[config.mk]
export PLATFORM = sky130hd
export DESIGN_NAME = xbus_decode
export DESIGN_NICKNAME = d
export VERILOG_FILES = /design/src/rtl/xbd_pkg.sv /design/src/rtl/xbd_map.sv /design/src/rtl/xbd_wstart.sv /design/src/rtl/xbd_led_latch.sv /design/src/rtl/xbd_prst_fsm.sv /design/src/rtl/xbus_decode.sv
export SDC_FILE = /design/constraint.sdc
export NUM_CORES = 1
export LEC_CHECK = 0
export ABC_AREA = 1
export BUFFER_PORTS_ARGS = -buffer_cell sky130_fd_sc_hd__buf_4
export CAP_MARGIN = 10
export CELL_PAD_IN_SITES_DETAIL_PLACEMENT = 1
export CELL_PAD_IN_SITES_GLOBAL_PLACEMENT = 2
export CORE_UTILIZATION = 22
export CTS_CLUSTER_DIAMETER = 200
export CTS_CLUSTER_SIZE = 30
export DETAILED_ROUTE_END_ITERATION = 6
export GPL_TIMING_DRIVEN = 1
export HOLD_SLACK_MARGIN = 0.08
export PLACE_DENSITY = 0.87
export SYNTH_ARGS = -nofsm -noshare
export SYNTH_HDL_FRONTEND = slang
export SYNTH_SLANG_ARGS = --single-unit
export TNS_END_PERCENT = 50
[constraint.sdc]
create_clock -name clk -period 2 [get_ports clk]
set_clock_uncertainty 0.15 [all_clocks]
set_input_delay 0.1 -clock clk [delete_from_list [all_inputs] [get_ports clk]]
set_output_delay 0.1 -clock clk [all_outputs]
set_load 0.02 [all_outputs]
[src/rtl/xbd_pkg.sv]
package xbd_pkg;

    typedef enum logic [1:0] {
        ACC_IDLE,
        ACC_DATA,
        ACC_FETCH,
        ACC_CLASH
    } acc_kind_t;

    typedef enum logic [0:0] {
        P_IDLE,
        P_ACTIVE
    } prst_state_t;

endpackage

[src/rtl/xbd_map.sv]
module xbd_map
    import xbd_pkg::*;
#(
    parameter int unsigned         ADDR_W   = 16,
    parameter logic [ADDR_W-1:0]   WIN_BASE = 16'hFF00,
    parameter logic [ADDR_W-1:0]   WIN_LAST = 16'hFFDF,
    parameter int unsigned         BLK_LOG2 = 5,
    parameter int unsigned         NUM_IO   = 7
) (
    input  logic              clk,
    input  logic              rst_n,
    input  logic [ADDR_W-1:0] addr,
    input  logic              rd_n,
    input  logic              wr_n,
    input  logic              fetch_n,
    output logic              ram_ce_n,
    output logic              code_ce_n,
    output logic [NUM_IO-1:0] io_sel_n
);

    localparam logic [ADDR_W-1:0] BLK_SIZE = ADDR_W'(1 << BLK_LOG2);

    acc_kind_t kind;
    logic      upper;
    logic      in_win;

    always_comb begin
        if (!fetch_n && (!rd_n || !wr_n))
            kind = ACC_CLASH;
        else if (!fetch_n)
            kind = ACC_FETCH;
        else if (!rd_n || !wr_n)
            kind = ACC_DATA;
        else
            kind = ACC_IDLE;
    end

    assign upper  = addr[ADDR_W-1];
    assign in_win = (addr >= WIN_BASE) && (addr <= WIN_LAST);

    always_comb begin
        ram_ce_n  = 1'b1;
        code_ce_n = 1'b1;
        unique case (kind)
            ACC_DATA: begin
                ram_ce_n  = upper;
                code_ce_n = !(upper && !in_win);
            end
            ACC_FETCH: begin
                code_ce_n = !(upper && !in_win);
            end
            ACC_IDLE, ACC_CLASH: begin
                ram_ce_n  = 1'b1;
                code_ce_n = 1'b1;
            end
            default: begin
                ram_ce_n  = 1'b1;
                code_ce_n = 1'b1;
            end
        endcase
    end

    for (genvar k = 0; k < NUM_IO; k++) begin : g_iosel
        localparam logic [ADDR_W-1:0] LO = WIN_BASE + ADDR_W'(k) * BLK_SIZE;
        localparam logic [ADDR_W-1:0] HI = LO + BLK_SIZE - ADDR_W'(1);
        assign io_sel_n[k] = !((kind == ACC_DATA) && (addr >= LO) && (addr <= HI));
    end

    // no two devices selected together
    a_r5_one_enable: assert property (@(posedge clk) disable iff (!rst_n)
        $onehot0({~ram_ce_n, ~code_ce_n, ~io_sel_n}));

    // RAM only in the lower half
    a_r1_ram_lower: assert property (@(posedge clk) disable iff (!rst_n)
        !ram_ce_n |-> !addr[ADDR_W-1]);

    // code memory never enabled inside the I/O window
    a_r3_code_gap: assert property (@(posedge clk) disable iff (!rst_n)
        !code_ce_n |-> !((addr >= WIN_BASE) && (addr <= WIN_LAST)));

    // a clashing access enables nothing
    a_r4_clash_none: assert property (@(posedge clk) disable iff (!rst_n)
        (!fetch_n && !rd_n) |-> (ram_ce_n && code_ce_n && (&io_sel_n)));

endmodule

[src/rtl/xbd_wstart.sv]
module xbd_wstart (
    input  logic clk,
    input  logic rst_n,
    input  logic wr_n,
    output logic wr_start
);

    logic wr_n_q;

    always_ff @(posedge clk or negedge rst_n) begin
        if (!rst_n)
            wr_n_q <= 1'b1;
        else
            wr_n_q <= wr_n;
    end

    assign wr_start = !wr_n && wr_n_q;

    // a held strobe yields a start only in its first cycle
    a_r9_single_start: assert property (@(posedge clk) disable iff (!rst_n)
        wr_start |=> !wr_start);

endmodule

[src/rtl/xbd_led_latch.sv]
module xbd_led_latch #(
    parameter int unsigned DATA_W = 8
) (
    input  logic              clk,
    input  logic              rst_n,
    input  logic              load,
    input  logic [DATA_W-1:0] wdata,
    output logic [DATA_W-1:0] led
);

    always_ff @(posedge clk or negedge rst_n) begin
        if (!rst_n)
            led <= '0;
        else if (load)
            led <= wdata;
    end

    // value held when not loaded
    a_r7_led_hold: assert property (@(posedge clk) disable iff (!rst_n)
        !load |=> $stable(led));

    // loaded value appears after the edge
    a_r6_led_load: assert property (@(posedge clk) disable iff (!rst_n)
        load |=> (led == $past(wdata)));

endmodule

[src/rtl/xbd_prst_fsm.sv]
module xbd_prst_fsm
    import xbd_pkg::*;
#(
    parameter int unsigned PULSE_LEN = 16
) (
    input  logic clk,
    input  logic rst_n,
    input  logic trig,
    output logic prst
);

    localparam int unsigned      CNT_W = (PULSE_LEN > 2) ? $clog2(PULSE_LEN) : 1;
    localparam logic [CNT_W-1:0] LAST  = CNT_W'(PULSE_LEN - 1);
    localparam int unsigned      RUN_W = CNT_W + 1;

    prst_state_t      state, nxt;
    logic [CNT_W-1:0] cnt;

    always_comb begin
        nxt = state;
        unique case (state)
            P_IDLE:   if (trig)         nxt = P_ACTIVE;
            P_ACTIVE: if (cnt == LAST)  nxt = P_IDLE;
            default:                    nxt = P_IDLE;
        endcase
    end

    always_ff @(posedge clk or negedge rst_n) begin
        if (!rst_n) begin
            state <= P_IDLE;
            cnt   <= '0;
        end else begin
            state <= nxt;
            cnt   <= (state == P_ACTIVE && nxt == P_ACTIVE) ? cnt + CNT_W'(1) : '0;
        end
    end

    always_comb begin
        unique case (state)
            P_IDLE:   prst = 1'b0;
            P_ACTIVE: prst = 1'b1;
            default:  prst = 1'b0;
        endcase
    end

    logic [RUN_W-1:0] run_q;

    always_ff @(posedge clk or negedge rst_n) begin
        if (!rst_n)
            run_q <= '0;
        else if (prst)
            run_q <= run_q + RUN_W'(1);
        else
            run_q <= '0;
    end

    // every pulse ends after exactly PULSE_LEN cycles
    a_r8_pulse_len: assert property (@(posedge clk) disable iff (!rst_n)
        $fell(prst) |-> (run_q == RUN_W'(PULSE_LEN)));

    // a pulse never outlasts its length
    a_r9_no_extend: assert property (@(posedge clk) disable iff (!rst_n)
        run_q <= RUN_W'(PULSE_LEN));

    // a pulse starts only from a trigger
    a_r8_rise_cause: assert property (@(posedge clk) disable iff (!rst_n)
        (!prst && !trig) |=> !prst);

endmodule

[src/rtl/xbus_decode.sv]
module xbus_decode #(
    parameter int unsigned         ADDR_W    = 16,
    parameter int unsigned         DATA_W    = 8,
    parameter logic [ADDR_W-1:0]   WIN_BASE  = 16'hFF00,
    parameter logic [ADDR_W-1:0]   WIN_LAST  = 16'hFFDF,
    parameter int unsigned         BLK_LOG2  = 5,
    parameter int unsigned         LED_BLK   = 6,
    parameter int unsigned         PRST_BLK  = 5,
    parameter int unsigned         PULSE_LEN = 16,
    localparam int unsigned        NUM_IO    = (int'(WIN_LAST) - int'(WIN_BASE) + 1) >> BLK_LOG2
) (
    input  logic              clk,
    input  logic              rst_n,
    input  logic [ADDR_W-1:0] addr,
    input  logic [DATA_W-1:0] wdata,
    input  logic              rd_n,
    input  logic              wr_n,
    input  logic              fetch_n,
    output logic              ram_ce_n,
    output logic              code_ce_n,
    output logic [NUM_IO-1:0] io_sel_n,
    output logic [DATA_W-1:0] led,
    output logic              per_rst
);

    logic wr_start;
    logic led_load;
    logic prst_trig;

    xbd_map #(
        .ADDR_W   (ADDR_W),
        .WIN_BASE (WIN_BASE),
        .WIN_LAST (WIN_LAST),
        .BLK_LOG2 (BLK_LOG2),
        .NUM_IO   (NUM_IO)
    ) u_map (
        .clk       (clk),
        .rst_n     (rst_n),
        .addr      (addr),
        .rd_n      (rd_n),
        .wr_n      (wr_n),
        .fetch_n   (fetch_n),
        .ram_ce_n  (ram_ce_n),
        .code_ce_n (code_ce_n),
        .io_sel_n  (io_sel_n)
    );

    xbd_wstart u_wstart (
        .clk      (clk),
        .rst_n    (rst_n),
        .wr_n     (wr_n),
        .wr_start (wr_start)
    );

    assign led_load  = wr_start && !io_sel_n[LED_BLK];
    assign prst_trig = wr_start && !io_sel_n[PRST_BLK];

    xbd_led_latch #(
        .DATA_W (DATA_W)
    ) u_led (
        .clk   (clk),
        .rst_n (rst_n),
        .load  (led_load),
        .wdata (wdata),
        .led   (led)
    );

    xbd_prst_fsm #(
        .PULSE_LEN (PULSE_LEN)
    ) u_prst (
        .clk   (clk),
        .rst_n (rst_n),
        .trig  (prst_trig),
        .prst  (per_rst)
    );

    // upper-half access outside the window reaches code memory
    a_r2_code_upper: assert property (@(posedge clk) disable iff (!rst_n)
        (!fetch_n && rd_n && wr_n && addr[ADDR_W-1] && (addr > WIN_LAST)) |-> !code_ce_n);

endmodule

Word-level counts from Yosys, hierarchy flattened:

Cells that the tools add are included.

* reduce and logical (&&, ||, !) cells: 37
* mux-type cells: 10
* eq/ne operators: 4
* bitwise gates (word level): 1
* add/subtract/negate cells: 1
* magnitude comparators: 14

Operators by type and width (number)
* $ge 16x16->1 const B: 7
* $le 16x16->1 const B: 7
* $logic_and 1x1->1: 21
* $logic_not 1->1: 12
* $pmux 1 s2: 3
* $add 4x1->4 const B: 1
* $eq 2x2->1 const B: 2
* $eq 4x4->1 const B: 1
* $mux 1: 4
* $mux 2: 2
* $mux 4: 1
* $reduce_or 2->1: 2
* $eq 2x1->1 const B: 1
* $logic_not 2->1: 1
* $logic_or 1x1->1: 1
* $not 1->1: 1

* input port bits: 29
* logic and storage cells: 71
* register bits after elaboration: 14

Longest topological paths before layout:

* depth after elaboration: 13
* gate-level depth with buffers: 8
* depth with buffers taken out: 7

Modules after synthesis:

From an unflattened synthesis, not the netlist that was laid out.

* cells, all modules: 110
* area, all modules: 804.5 um^2

Modules (own cells, without submodules)
* xbd_led_latch: area an instance 305.3 um^2, cells an instance 34, seq. area each 200.2 um^2, times used 1
* xbd_map: area an instance 236.5 um^2, cells an instance 48, seq. area each 0.0 um^2, times used 1
* xbd_prst_fsm: area an instance 215.2 um^2, cells an instance 22, seq. area each 125.1 um^2, times used 1
* xbd_wstart: area an instance 36.3 um^2, cells an instance 3, seq. area each 26.3 um^2, times used 1
* xbus_decode: area an instance 11.3 um^2, cells an instance 3, seq. area each 0.0 um^2, times used 1

Worst setup path before layout:

No wires, ideal clock.

* path type: reg-to-reg
* from: register u_wstart.wr_n_q
* to: register u_led.led[0]
* clock period less this slack: 1.356 ns
* arrival time: 1.089 ns
* cell stages (with the launch flop): 7
* slack: 0.644 ns
* path through: dfstp_2 -> inv_1 -> nor2_1 -> nand3_4 -> buf_6 -> nand2_2 -> o21ai_2

* cells in the longest elaborated chain, start to end: 2

Ends and longest elaborated chain
* start: declaration: line xbd_wstart.sv:8 `logic wr_n_q;`
* start signal: assignment: line xbd_wstart.sv:14 `wr_n_q <= wr_n;`
* $logic_and 1x1->1: line xbd_wstart.sv:17 `assign wr_start = !wr_n && wr_n_q;`
* $logic_and 1x1->1: line xbus_decode.sv:55 `assign led_load = wr_start && !io_sel_n[LED_BLK];`
* end signal: assignment: line xbd_led_latch.sv:15 `led <= wdata;`
* end: declaration: line xbd_led_latch.sv:8 `output logic [DATA_W-1:0] led`

Every way passes these cells.
A chain may end at the register's enable or synchronous reset.

Final worst setup path:

* from: input wr_n
* to: output io_sel_n[4]

* cells in the longest elaborated chain, start to end: 9
* elaborated cells on any way between the ends: 10
* those cells by class: eq/ne: 1; mux: 3; reduce/logical: 6

Ends and longest elaborated chain
* start: declaration: line xbus_decode.sv:17 `input logic wr_n,`
* $logic_not 1->1 *: line xbd_map.sv:28, xbd_map.sv:32
* $logic_or 1x1->1 *: line xbd_map.sv:28, xbd_map.sv:32
* $mux 1: line xbd_map.sv:32 `else if (!rd_n || !wr_n)`
* $mux 2: line xbd_map.sv:30 `else if (!fetch_n)`
* $mux 2 *: line xbd_map.sv:28 `if (!fetch_n && (!rd_n || !wr_n))`
* $eq 2x1->1 *: line xbd_map.sv:66 `assign io_sel_n[k] = !((kind == ACC_DATA) && (addr >= LO) && (addr <= HI));`
* $logic_and 1x1->1 * (2 in a row): line xbd_map.sv:66
* $logic_not 1->1 *: line xbd_map.sv:66
* end: declaration: line xbus_decode.sv:21 `output logic [NUM_IO-1:0] io_sel_n,`

Mark *: on every way between the ends. The rest lies on a longest branch, timed or not.

==> reports/qor.yml <==
crit_path_start_kind: "input pin"
worstMarginPinSlew_ns: 0.374
first_iter_violations: 3
gp_congestion: 0.787
num_antenna_cells: 0
ys_seq_area_frac: 0.430
grt_max_degree: 17
core_area_mm2: 0.00344
fmax_mhz: 543
avgSynthCellArea_um2: 8.27
path_cells: "dlygate4sd3_1, buf_4, nand2_1, ha_1, inv_1, nor3_1, nand3_1, buf_4"
synth_cells: 99
post_cts_buffers: 0
power.density_mw_per_mm2: 496
dp.cells: 186
ys_warn_count: 0
cts_tree: "done"
clockBufferDepth: 2
slowest_stage: "dlygate4sd3_1"
synthToLayoutAreaGrowth_pct: 63.1
status: "complete, no violations"
grt_setup_unrepaired: "false"
cp_max_fo: 3
slew_violations: 0
final_net_count: 186
drc: 0
pwr-share-clk: 0.413
clkLatencyLatePin_ns: 0.24
row_count: 21
leakagePower_nw: 0.671
cts_resized: 0
p_sw_w: 0.000147
r2r_start: "u_wstart.wr_n_q$_DFF_PN1_"
cts.sinks: 14
drtAntennaViolNets: 0
drv_cap: 0
drt_pre_antenna_iters: 3
wire_per_inst_um: 11.1
routed_via_density: 4.24
drt_wl_total_um: 2210
die_w_um: 63.0
placed_area_mm2: 0.00118
pwr-share-comb: 0.155
layout-drive-gt1-share: 0.422
path_clk_slew_ns: 0.06
setup.worst_path.class: "input pin to primary output"
yosysUniqueCellTypes: 20
initial_core_util: 0.238
root_buffer: "clkbuf_8"
vias: 848
layout_common_cells: "42 x buf_4, 20 x nand2_1, 18 x inv_1"
io_pins: 47
grt.overflow.total: 0
syn-num-nets: 130
cts_buffers: 3
p_sw_frac: 0.222
final_common_cell: "buf_4"
finalHoldViolCount: 0
place.detailed.hpwl_um: 1740
worstRegToRegCells: 5
setup_viol: 0
final_cell_area_mm2: 0.00134
cp.arrival_ns: 1.59
r2r_end: "u_led.led[5]$_DFFE_PN0P_"
end_kind: "primary output"
antenna_found_initial: 0
fin_setup_tns_ns: 0
fin_crit_sh: 0.921
syn-cell-area_um2: 818
port-buffer-count: 41
cts_max_level: 1
slew_headroom: 0.748
pwr-share-seq: 0.432
hold_path.class: "input pin to async pin"
grtUsageTotal: 0.124
reg2reg_slack_ns: 0.53
crit_required_ns: 1.75
grt_pass1_vias: 889
cpPeakStageDelay_ns: 0.54
grt_pass1_wl_um: 3840
die-area_mm2: 0.00397
irDropWorstVdd_mv: 0.340
synth_seq_cells: 14
finalCriticalPeriod_ns: 1.84
cp_common_cell: "buf_4"
die_y_um: 63.0
fin_cells: 200
intPower_w: 0.000516
[critical path, delay by kind of cell]
family | cells | cell delay, ns
buffers and inverters | 4 | 0.94
AND/OR/NAND/NOR | 3 | 0.40
adder cells (fa/ha/maj) | 1 | 0.16
[routing by layer]
| metal | wire (µm) | global-route usage | vias to the layer above |
|---|---|---|---|
| met4 | 21 | 0.0349 | 0 |
| met3 | 57 | 0.0328 | 2 |
| li1 | - | - | 418 |
| met1 | 796 | 0.122 | 416 |
| met2 | 1340 | 0.249 | 12 |
| met5 | 0 | 0 | - |
[cells in the mapped netlist, drive strengths merged]
library cell / count / area share
nand2: 23 / 0.11
inv: 19 / 0.087
nor2: 14 / 0.086
dfrtp: 13 / 0.40
o21ai: 11 / 0.10
nand4: 5 / 0.038
nand3: 4 / 0.055
nor3: 3 / 0.018
ha: 2 / 0.031
a21oi: 1 / 0.0061
buf: 1 / 0.014
clkinv: 1 / 0.0061
dfstp: 1 / 0.032
xor2: 1 / 0.011
[what timing repair did]
| action | 4_1_cts | 5_1_grt |
|---|---|---|
| hold endpoints to repair | 23 | 0 |
| hold buffers | 10 | 0 |
| endpoints found under the setup margin | 0 | 0 |
[sequential cells by signal, summed over array words and instances (netlist names)]
register / flops
u_led.led: 8
u_prst.cnt: 4
u_prst.state: 1
u_wstart.wr_n_q: 1
[per-stage QoR]
step	power, W	hold slack [ns]	setup slack (ns)	util
after CTS	0.000672	0.0966	0.145	0.388
final	0.000662	0.0887	0.158	0.388
after detailed placement	0.000380	-0.186	0.507	0.343
after global routing	0.000695	0.114	0.0530	0.388
after floorplan	0.000323	-0.346	0.644	-
after global placement	0.000377	-0.193	0.554	0.343
[cell families (layout without fill, tap and decap cells)]
| group | after synthesis | in the layout | share of synthesized area |
|---|---|---|---|
| XOR/XNOR | 1 | 1 | 0.0107 |
| flip-flops | 14 | 14 | 0.430 |
| AO/OA/AOI/OAI | 12 | 12 | 0.110 |
| buffers and inverters | 21 | 76 | 0.107 |
| AND/OR/NAND/NOR | 49 | 49 | 0.312 |
| adder cells (fa/ha/maj) | 2 | 2 | 0.0306 |
[power groups by stage]
stage               clock [W]  combinational, W  sequential (W)
floorplan                   0         0.0000319        0.000292
global placement            0         0.0000863        0.000291
detailed placement          0         0.0000892        0.000291
CTS                  0.000282          0.000105        0.000286
global route         0.000294          0.000114        0.000286
finish               0.000273          0.000103        0.000286
[layout make-up]
class / instances / area, µm²
Fill cell: 424 / 2110
Timing Repair Buffer: 52 / 415
Multi-Input combinational cell: 64 / 379
Sequential cell: 14 / 352
Inverter: 20 / 76.3
Tap cell: 46 / 57.6
Clock buffer: 4 / 55.1
[worst max path at each step]
stage | from | end | slack, ns | cells after the start
6_report | wr_n | io_sel_n[4] | 0.16 | 8
5_1_grt | wr_n | io_sel_n[4] | 0.05 | 8
4_1_cts | wr_n | io_sel_n[4] | 0.15 | 8
3_5_place_dp | u_wstart.wr_n_q$_DFF_PN1_ | u_led.led[5]$_DFFE_PN0P_ | 0.51 | 5
3_3_place_gp | u_wstart.wr_n_q$_DFF_PN1_ | u_led.led[3]$_DFFE_PN0P_ | 0.55 | 5
2_1_floorplan | u_wstart.wr_n_q$_DFF_PN1_ | u_led.led[0]$_DFFE_PN0P_ | 0.64 | 6
Note: power is estimated with default switching activity, not from simulation.
